[config.mk]
export PLATFORM = sky130hd
export DESIGN_NAME = lcd_col_front
export DESIGN_NICKNAME = d
export VERILOG_FILES = /design/src/rtl/lcd_front_pkg.sv /design/src/rtl/lcd_front_ctrl.sv /design/src/rtl/lcd_front_dpath.sv /design/src/rtl/lcd_col_front.sv
export SDC_FILE = /design/constraint.sdc
export NUM_CORES = 1
export LEC_CHECK = 0
export BUFFER_PORTS_ARGS = -buffer_cell sky130_fd_sc_hd__buf_4
export CORE_MARGIN = 1
export CORE_UTILIZATION = 45
export DETAILED_ROUTE_END_ITERATION = 10
export PLACE_DENSITY_LB_ADDON = 0.12
export SLEW_MARGIN = 20
export SYNTH_ARGS = -nofsm -noshare
export SYNTH_HDL_FRONTEND = slang
export SYNTH_SLANG_ARGS = --single-unit
[constraint.sdc]
create_clock -name clk -period 0.9 [get_ports clk]
set_input_delay 0.045 -clock clk [delete_from_list [all_inputs] [get_ports clk]]
set_output_delay 0.045 -clock clk [all_outputs]
set_load 0.02 [all_outputs]
[src/rtl/lcd_front_pkg.sv]
package lcd_front_pkg;
  localparam int MAX_CH = 16;

  typedef struct packed {
    logic [MAX_CH-1:0] capEn;
    logic              load;
  } ctrlStrobes_t;
endpackage

[src/rtl/lcd_front_ctrl.sv]
module lcd_front_ctrl
  import lcd_front_pkg::*;
#(
  parameter int NCH = 6
) (
  input  logic         clk,
  input  logic         rst,
  input  logic         dirRev,
  input  logic         cascAIn,
  input  logic         cascBIn,
  input  logic         loadClk,
  output ctrlStrobes_t strb,
  output logic         cascAOut,
  output logic         cascBOut
);
  logic [NCH-1:0] token;
  logic           cascReg;
  logic [2:0]     ldSync;
  logic           startHit;

  assign startHit = dirRev ? cascBIn : cascAIn;

  always_ff @(posedge clk) begin
    if (rst) begin
      token   <= '0;
      cascReg <= 1'b0;
      ldSync  <= '0;
    end else begin
      if (startHit) token <= {{(NCH-1){1'b0}}, 1'b1};
      else          token <= token << 1;
      cascReg <= token[NCH-1];
      ldSync  <= {ldSync[1:0], loadClk};
    end
  end

  always_comb begin
    strb = '0;
    strb.load = ldSync[1] & ~ldSync[2];
    for (int k = 0; k < NCH; k++) begin
      strb.capEn[k] = dirRev ? token[NCH-1-k] : token[k];
    end
  end

  assign cascAOut = cascReg & dirRev;
  assign cascBOut = cascReg & ~dirRev;
endmodule

[src/rtl/lcd_front_dpath.sv]
module lcd_front_dpath
  import lcd_front_pkg::*;
#(
  parameter int NCH    = 6,
  parameter int CODEW  = 2,
  parameter int NCOLOR = 3
) (
  input  logic                       clk,
  input  logic                       rst,
  input  logic [NCOLOR*CODEW-1:0]    dataIn,
  input  logic                       pol,
  input  ctrlStrobes_t               strb,
  output logic [NCH*(CODEW+1)-1:0]   refIdx
);
  localparam int IDXW = CODEW + 1;

  for (genvar k = 0; k < NCH; k++) begin : g_ch
    localparam int FIELD = k % NCOLOR;
    localparam bit ODD   = (k % 2) == 1;
    logic [CODEW-1:0] r1Q;
    logic [CODEW-1:0] r2Q;

    always_ff @(posedge clk) begin
      if (rst)                r1Q <= '0;
      else if (strb.capEn[k]) r1Q <= dataIn[FIELD*CODEW +: CODEW];
    end

    always_ff @(posedge clk) begin
      if (rst)            r2Q <= '0;
      else if (strb.load) r2Q <= r1Q;
    end

    assign refIdx[k*IDXW +: IDXW] = {(pol == ODD), r2Q};
  end
endmodule

[src/rtl/lcd_col_front.sv]
module lcd_col_front
  import lcd_front_pkg::*;
#(
  parameter int NCH    = 6,
  parameter int CODEW  = 2,
  parameter int NCOLOR = 3
) (
  input  logic                     clk,
  input  logic                     rst,
  input  logic                     dirRev,
  input  logic                     cascAIn,
  input  logic                     cascBIn,
  output logic                     cascAOut,
  output logic                     cascBOut,
  input  logic [NCOLOR*CODEW-1:0]  dataIn,
  input  logic                     loadClk,
  input  logic                     pol,
  output logic [NCH*(CODEW+1)-1:0] refIdx
);
  ctrlStrobes_t strb;

  lcd_front_ctrl #(.NCH(NCH)) ctrl_i (
    .clk(clk), .rst(rst), .dirRev(dirRev), .cascAIn(cascAIn), .cascBIn(cascBIn),
    .loadClk(loadClk), .strb(strb), .cascAOut(cascAOut), .cascBOut(cascBOut)
  );

  lcd_front_dpath #(.NCH(NCH), .CODEW(CODEW), .NCOLOR(NCOLOR)) dpath_i (
    .clk(clk), .rst(rst), .dataIn(dataIn), .pol(pol), .strb(strb), .refIdx(refIdx)
  );
endmodule

==> results_dict.tcl <==
set metrics [dict create \
    dp_cells 186 \
    rr_endpoint "dpath_i.g_ch[1].r1Q[0]" \
    cts-htree-levels 2 \
    path_clk_slew_ns 0.11 \
    final_util 0.731 \
    fin_cells 207 \
    report.final.slew_viol_count 0 \
    power.total_mw 2.70 \
    fin_worst_skew_ns 0.0106 \
    power_per_cell_area_nw_per_um2 1450 \
    outcome "complete, but fails checks" \
    r2r-start "ctrl_i.token[4]" \
    antennaDiodeCount 0 \
    fin_crit_ns 1.02 \
    fin_ws_ns -0.117 \
    wire_per_inst_um 13.2 \
    r2r_cells 4 \
    synth_area_sq_um 1240 \
    num_rows 18 \
    holdPathStages 3 \
    synth_warnings 0 \
    synthTopCellsByArea "dfxtp_1 (55%), mux2i_1 (15%), nand2_1 (7.3%)" \
    cts_tree "done" \
    ys_ff_latch 34 \
    wl_um 2740 \
    fp.dieH_um 54.5 \
    clockBufferDepth 2 \
    first_iter_violations 8 \
    hold_path_end "dpath_i.g_ch[3].r2Q[1]" \
    crit_path_start_kind "register" \
    fin_nets 189 \
    cts_buffers 5 \
    syn_to_final_growth_pct 50.2 \
    drive_gt1_frac 0.497 \
    hpwlAfterDp_um 1650 \
    hold_start "rst" \
    cp_max_fo 2 \
    gp_congestion 0.766 \
    seq_area_frac_synth 0.549 \
    num-fill-cells 198 \
    die_area_sq_um 2970 \
    clockRootBuffer "clkbuf_4" \
    syn-num-nets 141 \
    finalSetupViolations 22 \
    cts_num_sinks 34 \
    core-area_sq_um 2540 \
    syn_inst 128 \
    grt_usage 0.213 \
    ys_types 16 \
    start_util 0.487 \
    die_w_um 54.5 \
    max_freq_ghz 0.983 \
    dr.pass1.iters 4 \
    grt_pass1_vias 942 \
    cap_violations 0 \
    ioPinCount 33 \
    layout_worst_path_cycle_share 1.13 \
    leakagePower_nw 0.856 \
    rsz0062_at_grt "true" \
    gr-total-overflow 0 \
    syn_area_per_cell_sq_um 9.68 \
    hold_path.class "input port to register" \
    antenna_found_initial 0 \
    yosysTopAreaCellShare 0.549 \
    path_class "register to primary output" \
    vdd_drop_max_uv 1220 \
    pre_cts_ws_ns -0.0627 \
    grt_pass1_wl_um 4220 \
    finalHoldViolations 0 \
    crit_required_ns 0.85 \
    violations "setup timing" \
    grt_max_degree 17 \
    route.detailed.drc 0 \
    vias 1020 \
    io_buffers 32 \
    viasPerCell 4.93 \
    worstSkewPairLatency_ns 0.34 \
    drt.antenna.violating_nets 0 \
    arrival_ns 0.97 \
    slew_headroom 0.668 \
    worst_pin_slew_ns 0.497 \
    end_kind "primary output" \
    rrSetupSlack_ns -0.09 \
    synth.largest_area_cell "dfxtp_1" \
]
[cells in the mapped netlist]
library cell,number
nand2b_1,1
dfxtp_1,34
mux2i_1,19
buf_6,1
clkbuf_1,1
and2b_1,1
and2b_2,1
nand2_1,24
buf_2,4
and2_1,5
buf_4,5
and2_2,1
a21oi_1,12
nor2b_1,5
nor2_1,13
inv_1,1
[cells in the final DEF (no fill, tap or decap)]
cell type,instances
buf_4,28
nand2_1,20
dfxtp_2,20
mux2i_1,15
buf_6,14
nor2_1,13
dfxtp_1,13
dlygate4sd3_1,10
a21oi_1,6
a21oi_2,6
and2_1,5
clkbuf_4,5
nor2b_1,4
mux2i_4,3
nand2_4,2
nand2_2,2
and2_4,1
and2b_2,1
inv_1,1
nor2b_4,1
nand2b_4,1
and2b_1,1
mux2i_2,1
clkbuf_1,1
clkinv_2,1
clkbuf_8,1
dfxtp_4,1
[cells by family (layout without fill, tap and decap cells)]
logic type | after synthesis | count (layout) | share of synthesized area
compound gates | 12 | 12 | 0.0485
buf+inv | 12 | 61 | 0.0616
flops | 34 | 34 | 0.549
mux | 19 | 19 | 0.154
simple gates | 51 | 51 | 0.187
[stage by stage]
step / hold WS [ns] / TNS (ns) / cell area [sq um]
6_report: 0.0956 / -1.18 / 1860
5_1_grt: 0.0941 / -2.43 / 1860
4_1_cts: 0.0910 / -0.957 / 1740
3_5_place_dp: 0.277 / -0.546 / 1500
3_3_place_gp: 0.262 / -0.245 / 1500
2_1_floorplan: 0.173 / 0 / 1240
[how the worst max path moves through the flow]
stage,to,start
floorplan,dpath_i.g_ch[0].r1Q[1],ctrl_i.token[5]
finish,cascBOut,ctrl_i.cascReg
global placement,dpath_i.g_ch[0].r1Q[0],ctrl_i.token[5]
global route,cascBOut,ctrl_i.cascReg
detailed placement,dpath_i.g_ch[2].r1Q[0],ctrl_i.token[3]
CTS,cascBOut,ctrl_i.cascReg
[worst max-delay path, stage by stage (launching register included)]
cell and delay (ns):
dfxtp_2 0.33, and2b_2 0.19, buf_6 0.12
[routing by layer]
metal / up-vias / share of wire / global-route usage
li1: 508 / - / -
met1: 474 / 0.44 / 0.231
met2: 32 / 0.49 / 0.368
met3: 6 / 0.055 / 0.0917
met4: 0 / 0.014 / 0.0769
met5: - / 0 / 0
[area by class of cell]
cell class              count  area [sq um]  share of cell area
clock inverters             1          5.00             0.00269
repair buffers             52           468               0.252
flip-flops and latches     34           709               0.381
multi-input cells          82           582               0.313
clock buffers               7          55.1              0.0296
well taps                  30          37.5              0.0202
inverters                   1          3.75             0.00202
[flip-flops by register name (all words and copies together) (netlist names)]
name	count
ctrl_i.cascReg	1
ctrl_i.ldSync	3
ctrl_i.token	6
dpath_i.g_ch.r1Q	12
dpath_i.g_ch.r2Q	12
[report_power, final]
part / internal (mW) / leakage (nW) / switching (mW)
Clock: 0.378 / 0.0353 / 0.499
Combinational: 0.154 / 0.535 / 0.129
Sequential: 1.52 / 0.286 / 0.0169
Total: 2.06 / 0.856 / 0.645
[repair_timing]
| action | in CTS | in global routing |
|---|---|---|
| setup endpoints to repair | 25 | 40 |
| pin swaps | 0 | 11 |
| hold buffers | 9 | 2 |
| resized for setup | 27 | 36 |
| endpoints found under the hold margin | 22 | 12 |
| gates cloned | 2 | 0 |
| setup buffers | 0 | 1 |
(Power assumes the default switching activity.)
